## config.mk

```make
export PLATFORM = sky130hd
export DESIGN_NAME = ocl_fault_monitor
export DESIGN_NICKNAME = d
export VERILOG_FILES = /design/src/rtl/ocl_pkg.sv /design/src/rtl/ocl_trip_qual.sv /design/src/rtl/ocl_oneshot.sv /design/src/rtl/ocl_fault_monitor.sv
export SDC_FILE = /design/constraint.sdc
export NUM_CORES = 1
export LEC_CHECK = 0
export ABC_AREA = 1
export ABC_CLOCK_PERIOD_IN_PS = 1670
export BUFFER_PORTS_ARGS = -buffer_cell sky130_fd_sc_hd__buf_2
export CAP_MARGIN = 20
export CORE_MARGIN = 2
export CORE_UTILIZATION = 59
export DETAILED_ROUTE_END_ITERATION = 10
export PLACE_DENSITY = 0.83
export SYNTH_ARGS = -nofsm -noshare
export SYNTH_HDL_FRONTEND = slang
export SYNTH_SLANG_ARGS = --single-unit
```

## constraint.sdc

```tcl
create_clock -name clk -period 1.67 [get_ports clk]
set_input_delay 0.334 -clock clk [delete_from_list [all_inputs] [get_ports clk]]
set_output_delay 0.334 -clock clk [all_outputs]
set_load 0.01 [all_outputs]
```

## src/rtl/ocl_pkg.sv

```systemverilog
package ocl_pkg;

    localparam int NUM_LEGS = 2;

    typedef enum logic {
        QS_QUIET,
        QS_SEEN
    } qual_state_t;

    typedef enum logic {
        OS_IDLE,
        OS_HOLD
    } shot_state_t;

endpackage

```

## src/rtl/ocl_trip_qual.sv

```systemverilog
module ocl_trip_qual
    import ocl_pkg::*;
#(
    parameter int SYNC_STAGES = 2
) (
    input  logic clk,
    input  logic rst_n,
    input  logic raw_in,
    output logic accept
);

    logic [SYNC_STAGES-1:0] sync_q;
    logic                   synced;
    qual_state_t            state, state_nxt;

    // synchroniser chain
    generate
        if (SYNC_STAGES == 1) begin : g_one
            always_ff @(posedge clk) begin
                if (!rst_n) sync_q <= '0;
                else        sync_q <= raw_in;
            end
        end else begin : g_many
            always_ff @(posedge clk) begin
                if (!rst_n) sync_q <= '0;
                else        sync_q <= {sync_q[SYNC_STAGES-2:0], raw_in};
            end
        end
    endgenerate

    assign synced = sync_q[SYNC_STAGES-1];

    // state register
    always_ff @(posedge clk) begin
        if (!rst_n) state <= QS_QUIET;
        else        state <= state_nxt;
    end

    always_comb begin
        state_nxt = state;
        unique case (state)
            QS_QUIET: if (synced)  state_nxt = QS_SEEN;
            QS_SEEN:  if (!synced) state_nxt = QS_QUIET;
            default:  state_nxt = QS_QUIET;
        endcase
    end

    // output process
    always_comb begin
        accept = (state == QS_SEEN) && synced;
    end

endmodule

```

## src/rtl/ocl_oneshot.sv

```systemverilog
module ocl_oneshot
    import ocl_pkg::*;
#(
    parameter int HOLD_CYCLES = 2000
) (
    input  logic clk,
    input  logic rst_n,
    input  logic fire,
    output logic active
);

    localparam int CNT_W = $clog2(HOLD_CYCLES + 1);
    localparam logic [CNT_W-1:0] RELOAD = CNT_W'(HOLD_CYCLES - 1);

    shot_state_t      state, state_nxt;
    logic [CNT_W-1:0] cnt, cnt_nxt;

    // state register
    always_ff @(posedge clk) begin
        if (!rst_n) begin
            state <= OS_IDLE;
            cnt   <= '0;
        end else begin
            state <= state_nxt;
            cnt   <= cnt_nxt;
        end
    end

    always_comb begin
        state_nxt = state;
        cnt_nxt   = cnt;
        unique case (state)
            OS_IDLE: begin
                if (fire) begin
                    state_nxt = OS_HOLD;
                    cnt_nxt   = RELOAD;
                end
            end
            OS_HOLD: begin
                if (fire) begin
                    cnt_nxt = RELOAD;
                end else if (cnt == '0) begin
                    state_nxt = OS_IDLE;
                end else begin
                    cnt_nxt = cnt - 1'b1;
                end
            end
            default: begin
                state_nxt = OS_IDLE;
                cnt_nxt   = '0;
            end
        endcase
    end

    // output process
    always_comb begin
        active = (state == OS_HOLD);
    end

endmodule

```

## src/rtl/ocl_fault_monitor.sv

```systemverilog
module ocl_fault_monitor
    import ocl_pkg::*;
#(
    parameter int HOLD_CYCLES = 2000,
    parameter int SYNC_STAGES = 2
) (
    input  logic clk,
    input  logic rst_n,
    input  logic mode_full,
    input  logic uv_det,
    input  logic oc_a_trip,
    input  logic oc_b_trip,
    output logic inhibit_a,
    output logic inhibit_b,
    output logic alert_a_n,
    output logic alert_b_n
);

    logic [NUM_LEGS-1:0] raw_trip;
    logic [NUM_LEGS-1:0] acc;
    logic [NUM_LEGS-1:0] shot_fire;
    logic [NUM_LEGS-1:0] shot_on;

    assign raw_trip = {oc_b_trip, oc_a_trip};

    // shared shot in full-bridge mode, one per leg otherwise
    always_comb begin
        if (mode_full) begin
            shot_fire[0] = acc[0] | acc[1];
            shot_fire[1] = 1'b0;
        end else begin
            shot_fire = acc;
        end
    end

    generate
        for (genvar g = 0; g < NUM_LEGS; g++) begin : g_leg
            ocl_trip_qual #(
                .SYNC_STAGES(SYNC_STAGES)
            ) u_qual (
                .clk    (clk),
                .rst_n  (rst_n),
                .raw_in (raw_trip[g]),
                .accept (acc[g])
            );

            ocl_oneshot #(
                .HOLD_CYCLES(HOLD_CYCLES)
            ) u_shot (
                .clk    (clk),
                .rst_n  (rst_n),
                .fire   (shot_fire[g]),
                .active (shot_on[g])
            );
        end
    endgenerate

    // output process
    always_comb begin
        if (mode_full) begin
            inhibit_a = shot_on[0] | uv_det;
            inhibit_b = shot_on[0] | uv_det;
            alert_a_n = ~(shot_on[0] | uv_det);
            alert_b_n = ~shot_on[0];
        end else begin
            inhibit_a = shot_on[0] | uv_det;
            inhibit_b = shot_on[1] | uv_det;
            alert_a_n = ~(shot_on[0] | uv_det);
            alert_b_n = ~(shot_on[1] | uv_det);
        end
    end

endmodule

```

After elaboration in Yosys (flattened, before gate mapping):

Cells that the tools add are included.

* word-level logic and storage cells: 48
* output and inout port bits: 4
* bits in registers: 30

* mux-type cells: 21
* reduce and logical (&&, ||, !) cells: 6
* $add $sub $neg: 2
* equal/unequal tests: 4
* bitwise gates (word level): 7

Operator list (number)
* 11-bit two-way mux: 6
* 11-bit one-hot mux with 2 select lines: 2
* 11-bit zero test: 2
* 11-bit by 1-bit subtractor with 11-bit output (second input constant): 2
* 1-bit two-way mux: 10
* 3-bit inequality test (second input constant): 2
* 2-bit inequality test (second input constant): 2
* 1-bit NOT: 4
* 1-bit one-hot mux with 2 select lines: 2
* 2-bit AND reduction: 2
* 1-bit OR: 3
* 1-bit logical AND: 2
* 2-bit two-way mux: 1

Logic depth before layout (Yosys ltp):

Gate-level depths: netlist of the first run.

* word-level depth: 5
* gate-level depth with buffers: 11

By module:

A second synthesis of the first run with hierarchy kept.

* cells, all modules: 238
* area, all modules: 1650.3 um^2

Modules (own cells, without submodules)
* ocl_oneshot: area each 705.7 um^2, times used 2, cells an instance 101
* ocl_trip_qual: area each 90.1 um^2, times used 2, cells an instance 11
* ocl_fault_monitor: area each 58.8 um^2, times used 1, cells an instance 14

Least setup slack after synthesis of the first run:

OpenSTA, ideal clock, no wires.

* path kind: reg2reg
* start: register g_leg[1].u_shot.cnt[0]
* end: register g_leg[1].u_shot.cnt[4]
* path buffers: 0
* data arrival time: 1259 ps
* stages on the path, launching flop included: 12
* slack: 298 ps
* setup time: 113 ps
* cell sequence: dfxtp_1 -> inv_1 -> ha_1 -> nand2_1 -> nor2_2 -> nand3_1 -> nand2_2 -> nand2_4 -> nand2_1 -> nand2_1 -> nand2_1 -> nor2_1

* longest elaborated chain between the ends: 4
* elaborated cells on any way between the ends: 7
* those cells by class: 1 x add/sub; 1 x eq/ne; 3 x mux; 2 x reduce/logical

Ends and longest elaborated chain
* start: declaration: RTL line ocl_oneshot.sv:16 `logic [CNT_W-1:0] cnt, cnt_nxt;`
* start signal: assignment: RTL line ocl_oneshot.sv:25 `cnt <= cnt_nxt;`
* 11-bit by 1-bit subtractor with 11-bit output: RTL line ocl_oneshot.sv:45 `cnt_nxt = cnt - 1'b1;`
* 11-bit two-way mux: RTL line ocl_oneshot.sv:42 `end else if (cnt == '0) begin`
* 11-bit two-way mux: RTL line ocl_oneshot.sv:40 `if (fire) begin`
* 11-bit one-hot mux with 2 select lines: RTL line ocl_oneshot.sv:32 `unique case (state)`

Several ways; a longest one is shown, not always the timed one. The select of a mux whose other input is x is not followed.
A chain may end at the register's enable or synchronous reset.

Final worst setup path of the first run:

* start: register g_leg[0].u_shot.state
* end: output port alert_b_n

* longest elaborated chain between the ends: 2

Ends and longest elaborated chain
* start: declaration: RTL line ocl_oneshot.sv:15 `shot_state_t state, state_nxt;`
* start signal: assignment: RTL line ocl_oneshot.sv:24 `state <= state_nxt;`
* 1-bit NOT: RTL line ocl_fault_monitor.sv:64 `alert_b_n = ~shot_on[0];`
* 1-bit two-way mux: RTL line ocl_fault_monitor.sv:60 `if (mode_full) begin`
* end: declaration: RTL line ocl_fault_monitor.sv:16 `output logic alert_b_n`

No other way between the ends.

==> impl_metrics.tcl, run 1 <==
set metrics [dict create \
    synth_flop_cell "dfxtp_1" \
    final.setup.tns_ps 0 \
    drive_above_1_share_pct 20.2 \
    drcViolationCount 0 \
    worstHoldStart "oc_b_trip" \
    switching_power_mw 0.316 \
    min_period_ps 1570 \
    leakage_nw 0.859 \
    pwr-share-comb_pct 7.6 \
    yosysWarnings 0 \
    place_congestion 0.921 \
    reg2reg_from "g_leg[1].u_shot.cnt[0]$_SDFFE_PN0P_" \
    yosysTopAreaCell "dfxtp_1" \
    nets 259 \
    grt_max_degree 14 \
    pwr-share-seq_pct 57.0 \
    worstPathArrival_ps 1230 \
    yosysSeqAreaShare_pct 38.8 \
    ios 10 \
    synthCells 234 \
    ys_ff_latch 30 \
    yosysMostFrequentCell "nand2_1" \
    grt.overflow.total 0 \
    cts_made_buffers 5 \
    fin_util_pct 69.3 \
    rows 18 \
    cellInternalPower_mw 0.966 \
    cts_setup_buffers 0 \
    synthTopCellsByCount "nand2_1, dfxtp_1, nor2_1, inv_1, nand3_1" \
    diodes 0 \
    firstDrtPassIters 4 \
    postRouteAntennaNets 0 \
    wire_per_inst_um 10.7 \
    post-route-period-util_pct 93.8 \
    cts_root_buffer "clkbuf_4" \
    crit_path_start_kind "register" \
    cts_tree "built" \
    crit_start "g_leg[0].u_shot.active$_SDFF_PN0_" \
    netlist.area_leader.share_pct 38.8 \
    antenna_found_initial 0 \
    seq_area_sq_um 601 \
    synthArstFlopShare_pct 0 \
    clockBufferDepth 2 \
    drt_iter0_markers 75 \
    clock_latency_ps 330 \
    cap_violations 0 \
    htree_num_levels 2 \
    multi_input_area_sq_um 800 \
    relSlewSlack_pct 83.6 \
    finClkSkew_ps 12.7 \
    drt_wl_total_um 3010 \
    grt_pass1_vias 1225 \
    die_area_sq_mm 0.00305 \
    endpoint_kind "output pin" \
    powerDensity_mw_per_mm2 746 \
    fillerInstances 222 \
    vias_per_cell 5.15 \
    grt_setup_unrepaired "no" \
    worst_pin_slew_ps 245 \
    required_ps 1340 \
    syn-num-nets 242 \
    clock_sinks 30 \
    setup-violations-final 0 \
    io_buffers 9 \
    synth_edf_count 0 \
    critPathMaxFanout 6 \
    status "finished, final reports clean" \
    coreArea_sq_mm 0.00248 \
    holdCritPathClass "in -> reg" \
    syn_avg_cell_area_sq_um 6.62 \
    synth_area_leaders "dfxtp_1, nand2_1, nor2_1" \
    switching_share_pct 24.6 \
    peakVddDrop_mv 0.789 \
    max_freq_mhz 638 \
    die_h_um 55.2 \
    path_class "reg -> out" \
    grt_use_total_pct 21.1 \
    start_util_pct 62.5 \
    hpwl_um 2260 \
    grt_first_pass_wirelength_um 5180 \
    die_w_um 55.2 \
    ys_types 25 \
    netlist_area_sq_mm 0.00155 \
    slew_viol_final 0 \
    clk_pin_slew_ps 90 \
    area_growth_pct 10.9 \
    vias 1452 \
    final-hold-violation-count 0 \
    clkPwrFrac_pct 35.4 \
]
[cells by family after synthesis]
logic type      synth area share, %
simple gates                   36.7
compound gates                 12.5
fa+ha+maj                      1.62
buf+inv                        10.4
flops                          38.8
[layout by cell type, fill, tap and decap left out, types with 2 or more instances in the layout]
master    Yosys  layout
buf_2         0       9
nand4_1       7       7
o21ai_0       7       6
nand2_2       7       5
a21oi_1      15      15
buf_4         0       4
nand2_1      55      55
a211oi_1      2       2
nand2_4       1       3
nand3_1      20      20
clkbuf_4      0       5
inv_2        16      15
dfxtp_1      30      30
o21ai_1       8       9
nor2_1       30      30
inv_1        21      21
nor2_4        2       2
[worst paths after layout]
check	cells past startpoint	slack, ps	to
max	3	100	alert_b_n
max reg2reg	11	170	g_leg[1].u_shot.cnt[5]$_SDFFE_PN0P_
min reg2reg	2	400	g_leg[0].u_qual.sync_q[1]$_SDFF_PN0_
min	3	190	g_leg[1].u_qual.sync_q[0]$_SDFF_PN0_
[layer usage]
metal / up-vias / global-route usage (%) / wire (um)
li1: 783 / - / -
met1: 629 / 26.9 / 1440
met2: 30 / 33.2 / 1390
met3: 10 / 7.03 / 125
met4: 0 / 8.01 / 57
met5: - / 0 / 0
[registers in the layout (all words and copies together) (netlist names)]
register	count
g_leg.u_qual.state	2
g_leg.u_shot.active	2
g_leg.u_shot.cnt	22
g_leg.u_qual.sync_q	4
[per-stage QoR]
step           cell area [sq um]  std cells  hold slack (ps)  power [mW]  setup WS [ps]
5_1_grt                     1720        282              180        1.34           2.54
3_5_place_dp                1640        274              401       0.844           72.5
3_3_place_gp                1640        274              392       0.842           83.6
6_report                    1720        282              188        1.28            104
4_1_cts                     1700        282              177        1.29           53.4
2_1_floorplan               1550        234              390       0.814            298
[final cells by class]
cell class / instances / share of cell area, %
multi-input cells: 163 / 46.5
flip-flops and latches: 30 / 35.0
clock buffers: 7 / 3.20
clock inverters: 1 / 0.291
repair buffers: 13 / 4.37
inverters: 38 / 8.45
well taps: 30 / 2.18
[power groups by stage]
stage | clock, mW | combinational [mW] | sequential (mW)
floorplan | 0 | 0.0677 | 0.746
global placement | 0 | 0.0950 | 0.747
detailed placement | 0 | 0.0964 | 0.747
CTS | 0.463 | 0.0968 | 0.731
global route | 0.500 | 0.111 | 0.732
finish | 0.454 | 0.0978 | 0.731
[critical path: stages, from the launching register on]
cell and delay, ps:
dfxtp_1 450, inv_1 120, o21a_1 190, buf_2 140
[timing repair]
item / CTS / global route
resized for setup: 0 / 5
endpoints found under the setup margin: 0 / 12
hold buffers: 0 / 0
(Power assumes the default switching activity.)
==> run 2: changes to the inputs <==
--- a/config.mk
+++ b/config.mk
@@ -6,13 +6,13 @@
 export NUM_CORES = 1
 export LEC_CHECK = 0
 export ABC_AREA = 1
-export ABC_CLOCK_PERIOD_IN_PS = 1670
+export ABC_CLOCK_PERIOD_IN_PS = 1300
 export BUFFER_PORTS_ARGS = -buffer_cell sky130_fd_sc_hd__buf_2
 export CAP_MARGIN = 20
 export CORE_MARGIN = 2
-export CORE_UTILIZATION = 59
+export CORE_UTILIZATION = 45
 export DETAILED_ROUTE_END_ITERATION = 10
-export PLACE_DENSITY = 0.83
+export PLACE_DENSITY = 0.7
 export SYNTH_ARGS = -nofsm -noshare
 export SYNTH_HDL_FRONTEND = slang
 export SYNTH_SLANG_ARGS = --single-unit
==> constraint.sdc (replaced) <==
create_clock -name clk -period 1.3 [get_ports clk]
set_input_delay 0.26 -clock clk [delete_from_list [all_inputs] [get_ports clk]]
set_output_delay 0.26 -clock clk [all_outputs]
set_load 0.01 [all_outputs]
==> impl_metrics.tcl, run 2 (synthesized netlist as in run 1, its figures left out) <==
set metrics [dict create \
    status "finished, violations left" \
    violations "negative setup slack" \
    die_h_um 62.7 \
    largest-register "g_leg.u_shot.cnt" \
    slew_viol_final 0 \
    ios 10 \
    min_period_ps 1370 \
    clk_pin_slew_ps 90 \
    peakVddDrop_mv 0.893 \
    relSlewSlack_pct 85.3 \
    final-hold-violation-count 0 \
    clock_latency_ps 340 \
    path_class "reg -> reg" \
    diodes 0 \
    hold_path_depth 3 \
    min_to "g_leg[0].u_qual.sync_q[0]$_SDFF_PN0_" \
    worst_pin_slew_ps 220 \
    drcViolationCount 0 \
    grt_setup_unrepaired "yes" \
    drt_iter0_markers 100 \
    area_growth_pct 53.1 \
    layout_common_cells "nand2_1, buf_4, nor2_1, dfxtp_1, inv_2" \
    vias_per_cell 4.92 \
    cts_made_buffers 5 \
    required_ps 1530 \
    pwr-share-comb_pct 10.2 \
    grt_pass1_vias 1636 \
    switching_share_pct 24.0 \
    nets 303 \
    place_congestion 0.873 \
    setup-violations-final 22 \
    clock_sinks 30 \
    clockBufferDepth 2 \
    leakage_nw 1.17 \
    critPathMaxFanout 6 \
    fillerInstances 271 \
    pwr-share-seq_pct 51.6 \
    fin_util_pct 71.6 \
    finClkSkew_ps 13.9 \
    cap_violations 0 \
    cts_tree "built" \
    reg2reg_setup_slack_ps -70 \
    grt_max_degree 13 \
    hpwl_um 2710 \
    coreArea_sq_mm 0.00331 \
    antenna_found_initial 0 \
    wire_per_inst_um 12.5 \
    grt.overflow.total 0 \
    firstDrtPassIters 4 \
    postRouteAntennaNets 0 \
    cts_root_buffer "clkbuf_4" \
    post-route-period-util_pct 105 \
    dp_slack_ps -150 \
    largest_reg_flops 22 \
    switching_power_mw 0.436 \
    drt_wl_total_um 4280 \
    powerDensity_mw_per_mm2 764 \
    rows 21 \
    drive_above_1_share_pct 50.0 \
    reg2reg_from "g_leg[1].u_shot.cnt[1]$_SDFFE_PN0P_" \
    start_util_pct 46.8 \
    r2r-end "g_leg[1].u_shot.cnt[3]$_SDFFE_PN0P_" \
    vias 1682 \
    grt_use_total_pct 22.8 \
    worstHoldStart "oc_a_trip" \
    clkPwrFrac_pct 38.2 \
    die_w_um 62.7 \
    postLayoutSetupSlackWorst_ps -67.2 \
    total_power_mw 1.81 \
    worstPathArrival_ps 1600 \
    grt_first_pass_wirelength_um 7090 \
    max_freq_mhz 731 \
    endpoint_kind "register" \
    ff2ff_path_depth 10 \
    cellInternalPower_mw 1.38 \
    htree_num_levels 2 \
    reg_top3 "g_leg.u_shot.cnt: 22 flops, g_leg.u_qual.sync_q: 4 flops" \
    io_buffers 9 \
    holdCritPathClass "in -> reg" \
    final_common_cell "nand2_1" \
    die_area_sq_mm 0.00393 \
    crit_path_start_kind "register" \
]
-- run 2: cell types whose count changed in the layout (fill, tap and decap cells not counted), moves of 8 or more --
cell / previous run / this run
buf_4: 4 / 41
nand2_1: 55 / 43
nand2_2: 5 / 13
nand3_1: 20 / 12
-- run 2: cell type report --
type,instances,area (sq um),share of cell area [%]
repair buffers,55,409,17.3
inverters,38,153,6.44
multi-input cells,165,1060,44.6
flip-flops and latches,30,614,25.9
well taps,46,57.6,2.43
clock buffers,8,78.8,3.32
-- run 2: how the worst max path moves through the flow --
stage | from | to | depth (start not counted)
floorplan | g_leg[0].u_shot.cnt[1]$_SDFFE_PN0P_ | g_leg[0].u_shot.cnt[0]$_SDFFE_PN0P_ | 10
global placement | g_leg[0].u_shot.cnt[1]$_SDFFE_PN0P_ | g_leg[0].u_shot.cnt[3]$_SDFFE_PN0P_ | 10
detailed placement | g_leg[0].u_shot.cnt[0]$_SDFFE_PN0P_ | g_leg[0].u_shot.cnt[4]$_SDFFE_PN0P_ | 10
CTS | g_leg[1].u_shot.active$_SDFF_PN0_ | alert_b_n | 3
global route | g_leg[1].u_shot.cnt[3]$_SDFFE_PN0P_ | g_leg[1].u_shot.cnt[9]$_SDFFE_PN0P_ | 7
finish | g_leg[1].u_shot.cnt[1]$_SDFFE_PN0P_ | g_leg[1].u_shot.cnt[3]$_SDFFE_PN0P_ | 10
-- run 2: power groups by stage --
stage	sequential [mW]	clock [mW]	combinational, mW
3_3_place_gp	0.959	0	0.145
4_1_cts	0.934	0.710	0.170
6_report	0.935	0.693	0.184
5_1_grt	0.937	0.756	0.202
2_1_floorplan	0.959	0	0.0915
3_5_place_dp	0.960	0	0.149
-- run 2: routing by layer --
layer | vias up | part of all wire, % | GRT usage [%]
met5 | - | 0 | 0
met4 | 0 | 1.9 | 11.1
met3 | 8 | 2.9 | 6.31
met2 | 33 | 52 | 39.0
met1 | 773 | 43 | 26.0
li1 | 868 | - | -
-- run 2: critical path: stages (launching register included) --
cell	delay (ps)
dfxtp_2	330
inv_2	70
ha_4	150
nand2_4	50
nor2_4	110
nand3_2	100
nand2_4	160
buf_6	120
o21ai_2	40
inv_1	60
a21oi_1	50
-- run 2: repair_timing --
action,4_1_cts,5_1_grt
setup endpoints to repair,25,25
hold buffers,0,0
pin swaps,20,11
cloned,2,0
setup buffers,7,4
gates resized for setup,48,21
-- run 2: per-stage QoR --
step / setup TNS [ps] / instance area, sq um / std cells / hold slack, ps
final: -767 / 2370 / 342 / 110
after global routing: -2870 / 2370 / 342 / 81.1
after CTS: -335 / 2270 / 338 / 98.8
after detailed placement: -1220 / 1950 / 321 / 406
after global placement: -482 / 1950 / 321 / 392
after floorplan: -26.1 / 1610 / 234 / 358
==> run 3: changes to the inputs <==
--- a/config.mk
+++ b/config.mk
@@ -9,10 +9,12 @@
 export ABC_CLOCK_PERIOD_IN_PS = 1300
 export BUFFER_PORTS_ARGS = -buffer_cell sky130_fd_sc_hd__buf_2
 export CAP_MARGIN = 20
+export CELL_PAD_IN_SITES_DETAIL_PLACEMENT = 1
+export CELL_PAD_IN_SITES_GLOBAL_PLACEMENT = 1
 export CORE_MARGIN = 2
-export CORE_UTILIZATION = 45
+export CORE_UTILIZATION = 38
 export DETAILED_ROUTE_END_ITERATION = 10
-export PLACE_DENSITY = 0.7
+export PLACE_DENSITY = 0.79
 export SYNTH_ARGS = -nofsm -noshare
 export SYNTH_HDL_FRONTEND = slang
 export SYNTH_SLANG_ARGS = --single-unit
==> impl_metrics.tcl, run 3 (synthesized netlist as in run 1, its figures left out) <==
set metrics [dict create \
    min_period_ps 1660 \
    ios 10 \
    grt_pass1_vias 1811 \
    drt_wl_total_um 7210 \
    path_class "reg -> reg" \
    holdCritPathClass "in -> reg" \
    crit_chain "inv_2 -> ha_4 -> nand2_4 -> nor2_4 -> buf_6 -> nor2_1 -> nor3_1 -> nand3_1 -> a21oi_2" \
    coreArea_sq_mm 0.00397 \
    stdcell_area_sq_mm 0.00259 \
    rows 23 \
    worst_pin_slew_ps 331 \
    hpwl_um 3400 \
    dp_slack_ps -162 \
    reg_top3 "g_leg.u_shot.cnt: 22 flops, g_leg.u_qual.sync_q: 4 flops" \
    die_area_sq_mm 0.00460 \
    postPlaceCellArea_sq_mm 0.00200 \
    nets 312 \
    wire_per_inst_um 20.3 \
    grt_use_total_pct 25.3 \
    drcViolationCount 0 \
    final_common_cell "buf_4" \
    cp_top_family "simple AND/OR/NAND/NOR gates" \
    critPathMaxStageDelay_ps 330 \
    peakVddDrop_mv 0.632 \
    cap_violations 0 \
    crit_path_start_kind "register" \
    slew_viol_final 0 \
    dp.cells 331 \
    antenna_found_initial 0 \
    finClkSkew_ps 6.89 \
    fillerInstances 484 \
    max_freq_mhz 601 \
    grt.overflow.total 0 \
    violations "negative setup slack" \
    grt_max_degree 13 \
    place_congestion 0.852 \
    clockBufferDepth 2 \
    holdBufCountCts 0 \
    endpoint_kind "register" \
    clock_sinks 30 \
    worstPathArrival_ps 1880 \
    htree_num_levels 2 \
    diodes 0 \
    vias_per_cell 5.41 \
    setup-violations-final 25 \
    relSlewSlack_pct 77.8 \
    finalNonFillerCells 355 \
    powerDensity_mw_per_mm2 819 \
    status "finished, violations left" \
    cts_root_buffer "clkbuf_8" \
    required_ps 1520 \
    cp_slowest_cell "dfxtp_2" \
    cp_num_buf_inv 2 \
    final-hold-violation-count 0 \
    start_util_pct 39.0 \
    area_growth_pct 67.5 \
    io_buffers 9 \
    grt_first_pass_wirelength_um 8450 \
    critPathMaxFanout 3 \
    clock_latency_ps 290 \
    cts_tree "built" \
    firstDrtPassIters 4 \
    die_w_um 67.8 \
    drt_iter0_markers 81 \
    drive_above_1_share_pct 57.0 \
    largest-register "g_leg.u_shot.cnt" \
    die_h_um 67.8 \
    vias 1920 \
    largest_reg_flops 22 \
    leakage_nw 1.26 \
    total_power_mw 2.12 \
    postLayoutSetupSlackWorst_ps -363 \
    post-route-period-util_pct 128 \
    layout_common_cells "buf_4, nand2_1, dfxtp_1, nor2_1" \
    grt_setup_unrepaired "yes" \
    clk_pin_slew_ps 80 \
    postRouteAntennaNets 0 \
    cts_made_buffers 5 \
]
==> run 3: final cells by class <==
class / count / area [sq um] / share of cell area (%)
multi-input combinational: 165 / 1170 / 44.9
sequential: 30 / 613 / 23.6
timing repair buffer: 64 / 484 / 18.7
inverter: 38 / 160 / 6.17
clock buffer: 5 / 68.8 / 2.65
tap: 50 / 62.6 / 2.41
clock inverter: 3 / 40.0 / 1.54
==> run 3: what timing repair did <==
action                     CTS  global route
setup endpoints to repair   25            26
pin swaps                   25            27
cloned                       2             0
gates resized for setup     47            52
buffers inserted             5            10
==> run 3: final timing paths <==
check	start	to	slack [ps]	depth (start not counted)
setup / recovery	g_leg[0].u_shot.cnt[0]$_SDFFE_PN0P_	g_leg[0].u_shot.cnt[4]$_SDFFE_PN0P_	-360	9
hold / removal	oc_b_trip	g_leg[1].u_qual.sync_q[0]$_SDFF_PN0_	170	3
setup reg to reg	g_leg[0].u_shot.cnt[0]$_SDFFE_PN0P_	g_leg[0].u_shot.cnt[4]$_SDFFE_PN0P_	-360	9
hold reg to reg	g_leg[0].u_qual.sync_q[0]$_SDFF_PN0_	g_leg[0].u_qual.sync_q[1]$_SDFF_PN0_	430	2
==> run 3: metrics by stage <==
stage          utilization (%)  hold slack (ps)  setup TNS [ps]
3_5_place_dp              50.4              409           -1780
3_3_place_gp              50.4              394            -579
6_report                  65.3              169           -3260
4_1_cts                   58.8              152            -748
2_1_floorplan                -              358           -26.1
5_1_grt                   65.3              170           -4760
==> run 3: routing by layer <==
layer  part of all wire (%)  track usage [%]
met1                     38             27.9
met4                    5.1             11.5
met3                    3.3             5.10
met2                     54             46.6
met5                      0                0
==> run 3: power breakdown <==
group          switching, mW  internal (mW)
Sequential           0.00844          0.928
Clock                  0.404          0.564
Combinational          0.132         0.0873
==> run 3: tightest hold or removal path, cell delays in order <==
cell and delay [ps]:
buf_2 80, nand2_1 50, inv_1 40
